[src/rtl/uart_irq_pkg.sv]
// Shared constants for the UART interrupt flag generator.
// Bit positions here are the software-visible status layout.
package uart_irq_pkg;
    localparam int NSRC        = 9;
    localparam int SRC_TXLVL   = 0;
    localparam int SRC_RXLVL   = 1;
    localparam int SRC_OVR     = 2;
    localparam int SRC_CTS     = 3;
    localparam int SRC_PAR     = 4;
    localparam int SRC_FRM     = 5;
    localparam int SRC_TMO     = 6;
    localparam int SRC_BRK_ON  = 7;
    localparam int SRC_BRK_OFF = 8;
endpackage

[src/rtl/uart_irq_cts_sync.sv]
// Synchronizes the asynchronous clear-to-send input with two flops and
// produces a one-cycle pulse on each transition of the synchronized level.
// Assumes: the input may change at any time; reset level of the chain is 1
// (idle, transmit allowed), so a low input after reset reports one change.
module uart_irq_cts_sync (
    input  logic clk,
    input  logic rst_n,
    input  logic cts_i,
    output logic chg_o
);
    logic meta_q;
    logic sync_q;
    logic prev_q;

    // Two-flop synchronizer followed by a history flop for edge detection.
    always_ff @(posedge clk) begin
        if (!rst_n) begin
            meta_q <= 1'b1;
            sync_q <= 1'b1;
            prev_q <= 1'b1;
        end else begin
            meta_q <= cts_i;
            sync_q <= meta_q;
            prev_q <= sync_q;
        end
    end

    // Either edge of the synchronized level is a change.
    assign chg_o = sync_q ^ prev_q;

    // a change pulse is followed by no pulse unless the input toggled again.
    p_cts_pulse_r4: assert property (@(posedge clk) disable iff (!rst_n)
        (chg_o && $stable(meta_q)) |=> !chg_o);
endmodule

[src/rtl/uart_irq_timeout.sv]
// Idle receive timer. Restarts on each received character, counts clock
// cycles while the receive FIFO holds data and the limit is non-zero, and
// issues one registered pulse per idle period when the limit is reached.
// Assumes: the character strobe is one cycle wide and synchronous.
module uart_irq_timeout #(
    parameter int TMO_W = 16
) (
    input  logic             clk,
    input  logic             rst_n,
    input  logic             char_stb_i,
    input  logic             nonempty_i,
    input  logic [TMO_W-1:0] limit_i,
    output logic             fire_o
);
    logic [TMO_W-1:0] cnt_q;
    logic             armed_q;
    logic             fire_q;
    logic             run;
    logic             hit;

    assign run = armed_q && nonempty_i && (limit_i != '0);
    assign hit = (cnt_q == limit_i - 1'b1);

    // Counter, arm flag and single-shot fire pulse.
    always_ff @(posedge clk) begin
        if (!rst_n) begin
            cnt_q   <= '0;
            armed_q <= 1'b0;
            fire_q  <= 1'b0;
        end else begin
            fire_q <= 1'b0;
            if (char_stb_i) begin
                cnt_q   <= '0;
                armed_q <= 1'b1;
            end else if (run) begin
                if (hit) begin
                    fire_q  <= 1'b1;
                    armed_q <= 1'b0;
                    cnt_q   <= '0;
                end else begin
                    cnt_q <= cnt_q + 1'b1;
                end
            end else begin
                cnt_q <= '0;
            end
        end
    end

    assign fire_o = fire_q;

    // at most one pulse per idle period.
    p_tmo_once_r6: assert property (@(posedge clk) disable iff (!rst_n)
        fire_q |=> !fire_q);
    // never fires from an empty FIFO.
    p_tmo_nonempty_r6: assert property (@(posedge clk) disable iff (!rst_n)
        fire_q |-> $past(nonempty_i));
endmodule

[src/rtl/uart_irq_status.sv]
// Sticky status register with write-one-to-clear, set-over-clear priority,
// and a registered combined interrupt built from the enable mask.
// Assumes: set pulses and clear writes are synchronous to clk.
module uart_irq_status #(
    parameter int NSRC = 9
) (
    input  logic            clk,
    input  logic            rst_n,
    input  logic [NSRC-1:0] set_i,
    input  logic            clr_wr_i,
    input  logic [NSRC-1:0] clr_mask_i,
    input  logic [NSRC-1:0] int_en_i,
    output logic [NSRC-1:0] status_o,
    output logic            irq_o
);
    logic [NSRC-1:0] status_q;
    logic            irq_q;

    for (genvar i = 0; i < NSRC; i++) begin : g_bit
        logic bit_q;
        logic clr_hit;

        assign clr_hit = clr_wr_i && clr_mask_i[i];

        // One sticky bit: set has priority over a same-cycle clear.
        always_ff @(posedge clk) begin
            if (!rst_n) bit_q <= 1'b0;
            else        bit_q <= set_i[i] | (bit_q & ~clr_hit);
        end

        assign status_q[i] = bit_q;

        // a set bit holds unless cleared.
        p_sticky_r8: assert property (@(posedge clk) disable iff (!rst_n)
            (status_q[i] && !clr_hit) |=> status_q[i]);
        // a set request always leaves the bit set.
        p_set_wins_r9: assert property (@(posedge clk) disable iff (!rst_n)
            set_i[i] |=> status_q[i]);
    end

    // Combined interrupt, registered one cycle after the status bits.
    always_ff @(posedge clk) begin
        if (!rst_n) irq_q <= 1'b0;
        else        irq_q <= |(status_q & int_en_i);
    end

    assign status_o = status_q;
    assign irq_o    = irq_q;

    // irq tracks enabled status with one cycle of latency.
    p_irq_follow_r10: assert property (@(posedge clk) disable iff (!rst_n)
        1'b1 |=> (irq_o == $past(|(status_o & int_en_i))));
endmodule

[src/rtl/uart_irq_gen.sv]
// UART interrupt flag generator (top). Forms the per-source set conditions
// from FIFO levels, receiver strobes, the synchronized clear-to-send input,
// break-sequence tracking and the idle timer, then feeds the sticky status.
// Assumes: all inputs except cts_in are synchronous to clk; rx_break is only
// sampled together with rx_char_stb.
module uart_irq_gen
    import uart_irq_pkg::*;
#(
    parameter int LVL_W = 5,
    parameter int TMO_W = 16
) (
    input  logic             clk,
    input  logic             rst_n,
    input  logic [LVL_W-1:0] tx_level,
    input  logic [LVL_W-1:0] tx_thresh,
    input  logic [LVL_W-1:0] rx_level,
    input  logic [LVL_W-1:0] rx_thresh,
    input  logic             rx_full,
    input  logic             rx_char_stb,
    input  logic             rx_break,
    input  logic             rx_par_err,
    input  logic             rx_frm_err,
    input  logic             cts_in,
    input  logic [TMO_W-1:0] tmo_limit,
    input  logic             clr_wr,
    input  logic [NSRC-1:0]  clr_mask,
    input  logic [NSRC-1:0]  int_en,
    output logic [NSRC-1:0]  status,
    output logic             irq
);
    logic [NSRC-1:0] set_vec;
    logic            cts_chg;
    logic            tmo_fire;
    logic            in_break_q;
    logic            brk_on;
    logic            brk_off;
    logic            rx_nonempty;

    assign rx_nonempty = (rx_level != '0);

    // Tracks whether the last received character was a break character.
    always_ff @(posedge clk) begin
        if (!rst_n)           in_break_q <= 1'b0;
        else if (rx_char_stb) in_break_q <= rx_break;
    end

    assign brk_on  = rx_char_stb &&  rx_break && !in_break_q;
    assign brk_off = rx_char_stb && !rx_break &&  in_break_q;

    uart_irq_cts_sync u_cts (
        .clk   (clk),
        .rst_n (rst_n),
        .cts_i (cts_in),
        .chg_o (cts_chg)
    );

    uart_irq_timeout #(.TMO_W(TMO_W)) u_tmo (
        .clk        (clk),
        .rst_n      (rst_n),
        .char_stb_i (rx_char_stb),
        .nonempty_i (rx_nonempty),
        .limit_i    (tmo_limit),
        .fire_o     (tmo_fire)
    );

    // Per-source set conditions in status bit order.
    always_comb begin
        set_vec              = '0;
        set_vec[SRC_TXLVL]   = (tx_level <= tx_thresh);
        set_vec[SRC_RXLVL]   = (rx_level >= rx_thresh);
        set_vec[SRC_OVR]     = rx_char_stb && rx_full;
        set_vec[SRC_CTS]     = cts_chg;
        set_vec[SRC_PAR]     = rx_par_err;
        set_vec[SRC_FRM]     = rx_frm_err;
        set_vec[SRC_TMO]     = tmo_fire;
        set_vec[SRC_BRK_ON]  = brk_on;
        set_vec[SRC_BRK_OFF] = brk_off;
    end

    uart_irq_status #(.NSRC(NSRC)) u_stat (
        .clk        (clk),
        .rst_n      (rst_n),
        .set_i      (set_vec),
        .clr_wr_i   (clr_wr),
        .clr_mask_i (clr_mask),
        .int_en_i   (int_en),
        .status_o   (status),
        .irq_o      (irq)
    );

    // transmit level at or below threshold reaches status.
    p_txlvl_r1: assert property (@(posedge clk) disable iff (!rst_n)
        (tx_level <= tx_thresh) |=> status[SRC_TXLVL]);
    // receive level at or above threshold reaches status.
    p_rxlvl_r2: assert property (@(posedge clk) disable iff (!rst_n)
        (rx_level >= rx_thresh) |=> status[SRC_RXLVL]);
    // a character into a full FIFO flags overrun.
    p_overrun_r3: assert property (@(posedge clk) disable iff (!rst_n)
        (rx_char_stb && rx_full) |=> status[SRC_OVR]);
    // a second consecutive break character raises no start event.
    p_brk_repeat_r7: assert property (@(posedge clk) disable iff (!rst_n)
        (rx_char_stb && rx_break) |=> !(rx_char_stb && rx_break) || !brk_on);
    // status is clear right after reset.
    p_reset_r11: assert property (@(posedge clk)
        !rst_n |=> (status == '0 && !irq));
endmodule

[config.mk]
export PLATFORM = sky130hd
export DESIGN_NAME = uart_irq_gen
export DESIGN_NICKNAME = d
export VERILOG_FILES = /design/src/rtl/uart_irq_pkg.sv /design/src/rtl/uart_irq_cts_sync.sv /design/src/rtl/uart_irq_timeout.sv /design/src/rtl/uart_irq_status.sv /design/src/rtl/uart_irq_gen.sv
export SDC_FILE = /design/constraint.sdc
export NUM_CORES = 1
export LEC_CHECK = 0
export BUFFER_PORTS_ARGS = -buffer_cell sky130_fd_sc_hd__buf_2
export CAP_MARGIN = 40
export CORE_MARGIN = 8
export CORE_UTILIZATION = 51
export DETAILED_ROUTE_END_ITERATION = 8
export MAX_ROUTING_LAYER = met4
export PLACE_DENSITY = 0.91
export REMOVE_ABC_BUFFERS = 1
export SYNTH_ARGS = -nofsm -noshare
export SYNTH_HDL_FRONTEND = slang
export SYNTH_SLANG_ARGS = --single-unit
[constraint.sdc]
create_clock -name clk -period 3 [get_ports clk]
set_clock_uncertainty 0.15 [all_clocks]
set_input_delay 0.45 -clock clk [delete_from_list [all_inputs] [get_ports clk]]
set_output_delay 0.45 -clock clk [all_outputs]
set_load 0.01 [all_outputs]
==> metrics.txt, run 1 <==
status completed; initial antenna violation count 0; WHS slightly below 0.2 ns; Worst Path Arrival between 2 and 3 ns; worst path bufs/invs 3; drt first pass iters 4; worst-path maximum fanout 18; Detailed Route WL between 5000 and 6000 um; final setup TNS 0 ns; Hold Crit Class in -> reg; flops & latches, synth 32; Setup-failing EPs final 0; Synth Cell Area about 2200 um2; synth warn 0; root buffer cell clkbuf_8; total grt overflow 0; Syn Area/Cell 7.93 um2; Cell Pwr Density 372 nW/um2; largest net degree at the start of global routing 19; Clock Latency Late Sink ~0.28 ns; Port-buffer cells just over 70; relative slew slack 0.462; drt drc 0; ranking of synthesized cells by area dfxtp_1 30%, xnor2_1 8.9%, ha_1 7.0%, nand2_1 6.4%, nor2_1 5.7%; leading area contributor after synthesis dfxtp_1; vias per inst 5.41; WP data required approximately 3 ns; post-route insts no fill 387; Pleak around 1.2 nW; nets a little over 400; n_diodes 0; CTS Buffer Depth 2; slowest CP cell o311ai_0; Gate power share 0.171; Cell variety after synth 45; design area 2590 um2; Die Ht just over 80 um; die area approximately 6600 um2; sequential element share of the synthesized area 0.297; RSZ-0062 raised after global routing false; crit-path max cell delay 0.38 ns; clk sinks 32; register share of total power 0.463; CP Capture Type flip-flop; FP Rows 23; top-area cell type share of the netlist area 0.297; RD Place Congestion 0.926; Core ar. slightly above 4000 um2; max_cap viols 0; total track usage 0.167; DRT iter0 DRCs 69; Peak VDD IR a little under 0.0002 V; P_int between 0.0007 and 0.0008 W; Main synth FF type dfxtp_1; Crit Path Class in -> reg; number of fill cells approximately 370; Clock Power Share 0.366; H-tree depth 2; crit start category primary input; pins over their slew limit 0; hold_buf cts 0; fmax approximately 0.40 GHz; worst slew pin tran roughly 0.80 ns; final hold vios 0; Final ANT Viol Nets 0; Routed WL per cell 14.1 um; CP Cell Sequence buf_2 -> inv_1 -> ha_1 -> nor3b_1 -> nand2_1 -> o311ai_0 -> nor2_1 -> a2111oi_4 -> buf_4 -> and2_2; CTS resizes 0; clock-pin slew on the worst setup and hold paths 0.06 ns; number of global-route vias before repair between 2000 and 2500; ys async rst share 0; Post-CTS Setup Bufs 0; die width 81.0 um; cell count after synthesis ~270; critical path's top delay family simple AND/OR/NAND/NOR gates; io pins between 70 and 80; crit path time final about 2.5 ns; P_sw between 0.0002 and 0.00025 W; global-route wire length before repair between 8000 and 9000 um; CTS tree built; initial core utilization 0.535; Sw Share 0.249; CTS buffer count 5; cell area after placement around 2500 um2; area grow syn2layout 20.1%; via count around 2100; PnR Total Power about 0.00096 W; Post-synth EDFFs 0; Tcrit/Tclk final 0.824; placed wire-length estimate 4330 um; Placed Instances 380; share of cells above drive strength 1 0.264
-- per-layer routing --
layer	vias up	track usage	part of all wire	routed length (um)
met1	967	0.175	0.43	2330
met5	-	-	0	0
met4	0	0.0589	0.0097	53
li1	1048	-	-	-
met3	6	0.0552	0.098	537
met2	73	0.285	0.46	2530
-- final cells by class --
cell class | instances | area (um2) | share of cell area
clock buffers | 7 | 96.3 | 0.0372
inverters | 16 | 60.1 | 0.0232
multi-input cells | 208 | 1350 | 0.523
flip-flops and latches | 32 | 641 | 0.247
well taps | 50 | 62.6 | 0.0242
repair buffers | 74 | 375 | 0.145
-- power groups by stage --
| stage | Clock, W | Combinational, W | Sequential, W |
|---|---|---|---|
| floorplan | 0 | 0.0000791 | 0.000459 |
| global placement | 0 | 0.000160 | 0.000455 |
| detailed placement | 0 | 0.000165 | 0.000455 |
| CTS | 0.000364 | 0.000167 | 0.000446 |
| global route | 0.000384 | 0.000185 | 0.000447 |
| finish | 0.000353 | 0.000165 | 0.000446 |
-- logic make-up (layout without fill, tap and decap cells) --
kind of cell / Yosys count / after routing / share of synthesized area
XOR/XNOR: 35 / 35 / 0.142
adder cells (fa/ha/maj): 12 / 12 / 0.0696
AO/OA/AOI/OAI: 37 / 37 / 0.126
multiplexers: 1 / 1 / 0.00464
AND/OR/NAND/NOR: 123 / 123 / 0.286
flip-flops: 32 / 32 / 0.297
buffers and inverters: 32 / 97 / 0.0749
-- path summary, 6_finish.rpt --
kind / endpoint / slack, ns / depth (start not counted) / startpoint
setup reg to reg: u_tmo.fire_o$_SDFF_PP0_ / 0.79 / 7 / u_tmo.cnt_q[14]$_SDFF_PP0_
hold reg to reg: u_cts.sync_q$_SDFF_PN1_ / 0.26 / 1 / u_cts.meta_q$_SDFF_PN1_
hold / removal: u_cts.meta_q$_SDFF_PN1_ / 0.20 / 2 / cts_in
setup / recovery: u_tmo.fire_o$_SDFF_PP0_ / 0.53 / 10 / tmo_limit[0]
-- registers in the layout, summed over array words and instances, names as in the netlist --
name	count
in_break_q	1
u_cts.meta_q	1
u_cts.prev_q	1
u_cts.sync_q	1
u_tmo.armed_q	1
u_stat.g_bit.bit_q	9
u_tmo.fire_o	1
u_tmo.cnt_q	16
u_stat.irq_o	1
-- worst reg2reg max path: stages, from the launching register on --
cell	delay [ns]
dfxtp_1	0.41
xor2_1	0.38
nor3b_1	0.12
o21a_1	0.20
nor3_1	0.32
a2111oi_4	0.11
buf_4	0.21
and2_2	0.20
-- placed cells by master, fill, tap and decap left out, types with 6 or more instances in the layout --
cell type,count
xnor2_1,22
clkbuf_8,7
nor3b_1,6
nand2_1,37
nor2_1,33
inv_1,16
a21oi_1,11
nand2b_1,7
buf_2,72
dfxtp_1,32
nand3_1,9
ha_1,12
nand4_1,6
xor2_1,13
-- cells in the mapped netlist, drive strengths merged, types with 2 or more instances --
cell type   n
o21a        3
nand2b      7
nor4        6
a21oi      11
a22oi       2
a32oi       2
inv        16
nor2       33
and2        2
nand3       9
xor2       13
xnor2      22
nor3        5
ha         12
a31oi       2
a22o        2
buf        10
o21ai       5
nand4       6
dfxtp      32
clkbuf      6
nor3b       6
nor2b       3
nand2      37
and3        6
-- per-stage QoR --
| stage | setup slack [ns] | util |
|---|---|---|
| floorplan | 0.411 | - |
| global placement | 0.378 | 0.619 |
| detailed placement | 0.257 | 0.619 |
| CTS | 0.545 | 0.643 |
| global route | 0.380 | 0.643 |
| finish | 0.527 | 0.643 |
Note: power is estimated with default switching activity, not from simulation.
==> run 2: changes to the inputs <==
ABC_AREA = 1   (was not set)
CORE_UTILIZATION = 47   (was 51)
PLACE_DENSITY = 0.87   (was 0.91)
clock period = 2.1 ns   (was 3 ns; I/O delays follow)
==> metrics.txt, run 2 <==
die width 88.4 um (+9.1%); fmax 0.516 GHz; synth warn 0 (unchanged); slowest CP cell dfxtp_1; most frequent cells in the layout 98 x nand2_1, 72 x buf_2, 54 x inv_1, 44 x nor2_1, 32 x dfxtp_1; max FFs per register 16 (unchanged); CP Capture Type flip-flop; FP Rows 26 (+13%); PnR worst setup slack 0.160 ns (-0.367 ns); total track usage 0.168 (+0.000957); pins over their slew limit 0 (unchanged); drt drc 0 (unchanged); Core ar. 5070 um2 (+26%); relative slew slack 0.746 (+0.284); placed wire-length estimate 5500 um (+27%); top-area cell type share of the netlist area 0.260 (-0.0370); number of global-route vias before repair 2522 (+25%); initial core utilization 0.485 (-0.0499); root buffer cell clkbuf_8; Cell variety after synth 34 (-24%); cell area after placement 2940 um2 (+18%); largest net degree at the start of global routing 17 (-2); Placed Instances 532 (+40%); global-route wire length before repair 10300 um (+21%); Pleak 1.52 nW (+25%); worst slew pin tran 0.380 ns (-0.419 ns); Hold Crit Class in -> reg; most common cell in the netlist nand2_1; Main synth FF type dfxtp_1; Synth Cell Area 2460 um2 (+14%); Setup-failing EPs final 0 (unchanged); share of cells above drive strength 1 0.284 (+0.0198); CTS buffer count 5 (unchanged); most common cell after layout, fill and taps aside nand2_1; DRT iter0 DRCs 140 (+100%); Final ANT Viol Nets 0 (unchanged); cell count after synthesis 385 (+42%); initial antenna violation count 0 (unchanged); CTS Buffer Depth 2 (unchanged); hold_buf cts 0 (unchanged); Die Ht 88.4 um (+9.1%); design area 3100 um2 (+20%); ys async rst share 0 (unchanged); total grt overflow 0 (unchanged); Worst Path Arrival 1.95 ns (-0.60 ns); Tcrit/Tclk final 0.924; RD Place Congestion 0.969 (+4.6%); worst path bufs/invs 2 (-1); io pins 73 (unchanged); Cell Pwr Density 448 nW/um2 (+20%); sequential element share of the synthesized area 0.260 (-0.0370); Detailed Route WL 6710 um (+23%); leading area contributor after synthesis dfxtp_1; commonest cells in the synthesized netlist 100 x nand2_1, 55 x inv_1, 46 x nor2_1, 32 x dfxtp_1, 29 x nand3_1; flops & latches, synth 32 (unchanged); crit path time final roughly 1.9 ns; largest registers u_tmo.cnt_q x16, u_stat.g_bit.bit_q x9; max_cap viols 0 (unchanged); Biggest register u_tmo.cnt_q; CP Cell Sequence ha_1 -> nand2_1 -> nor2_1 -> inv_1 -> nor3_2 -> nand4_1 -> nor2_2 -> inv_1 -> o21ai_0 -> a21oi_1; clk sinks 32 (unchanged); status completed; vias per inst 4.91 (-9.2%); Peak VDD IR 0.000376 V (+90%); worst-path maximum fanout 3 (-15); n_diodes 0 (unchanged); post-place setup slack -0.184 ns (-0.441 ns); die area 7810 um2 (+19%); crit start category flip-flop; drt first pass iters 4 (unchanged); final hold vios 0 (unchanged); most used cell along the critical path inv_1; clock-pin slew on the worst setup and hold paths 0.06 ns (about the same); CTS tree built; WP data required 2.11 ns (-0.97 ns); Clock Latency Late Sink 0.29 ns (about the same); crit-path max cell delay 0.37 ns (about the same); Syn Area/Cell 6.40 um2 (-19%); critical path's top delay family simple AND/OR/NAND/NOR gates; Crit Path Class reg -> reg; nets 546 (+33%); Routed WL per cell 12.4 um (-12%); post-route insts no fill 542 (+40%); area grow syn2layout 26.0%; Post-synth EDFFs 0 (unchanged); via count 2663 (+27%); H-tree depth 2 (unchanged); Port-buffer cells 72 (unchanged); ranking of synthesized cells by area dfxtp_1 26%, nand2_1 15%, inv_1 8.4%, nor2_1 7.0%, ha_1 6.1%
## run 2: cell count changes after synthesis, sizes merged, moves of 5 or more
cell    change
nand2      +69
inv        +39
nor2       +26
nand3      +21
xnor2      -18
a21oi      +10
nand2b      -7
o21ai       +6
nor4        -5
## run 2: final timing paths
check | slack (ns) | depth (start not counted) | start | end
worst max-delay path | 0.16 | 10 | u_tmo.cnt_q[1]$_SDFF_PP0_ | u_tmo.cnt_q[12]$_SDFF_PP0_
worst min-delay path | 0.07 | 2 | cts_in | u_cts.meta_q$_SDFF_PN1_
worst max register to register | 0.16 | 10 | u_tmo.cnt_q[1]$_SDFF_PP0_ | u_tmo.cnt_q[12]$_SDFF_PP0_
worst min register to register | 0.27 | 1 | u_cts.meta_q$_SDFF_PN1_ | u_cts.sync_q$_SDFF_PN1_
## run 2: final cells by class
cell class | count | area, um2
Timing Repair Buffer | 90 | 495
Tap cell | 70 | 87.6
Fill cell | 477 | 1970
Sequential cell | 32 | 641
Inverter | 55 | 206
Clock inverter | 3 | 18.8
Clock buffer | 5 | 68.8
Multi-Input combinational cell | 287 | 1590
## run 2: cells by family after synthesis
family / after synthesis / share of synthesized area
simple gates: 217 / 0.398
compound gates: 40 / 0.0925
flops: 32 / 0.260
fa+ha+maj: 12 / 0.0610
xor+xnor: 17 / 0.0661
buf+inv: 67 / 0.122
## run 2: power by group
| part | leakage (nW) | total, W | internal (W) | switching, W |
|---|---|---|---|---|
| registers | 0.261 | 0.000637 | 0.000626 | 0.0000109 |
| clock network | 0.0479 | 0.000456 | 0.000230 | 0.000226 |
| logic | 1.21 | 0.000297 | 0.000137 | 0.000160 |
## run 2: timing repair
action,4_1_cts,5_1_grt
setup buffers,0,1
setup endpoints to repair,0,16
gates resized for setup,0,13
## run 2: stage by stage
stage,hold WS (ns),setup TNS [ns],power (W),util
finish,0.0685,0,0.00139,0.611
floorplan,0.243,0,0.000798,-
detailed placement,0.253,-2.43,0.000937,0.580
global placement,0.248,-1.72,0.000925,0.580
CTS,0.0623,0,0.00139,0.597
global route,0.0623,-0.0355,0.00146,0.611
## run 2: routing by layer
layer  share of wire  routed length [um]  vias up  GRT usage
li1                -                   -     1384          -
met1            0.42                2800     1200      0.188
met2            0.51                3410       66      0.289
met3           0.052                 351       13     0.0269
met4           0.023                 154        0     0.0676
met5               0                   0        -          -
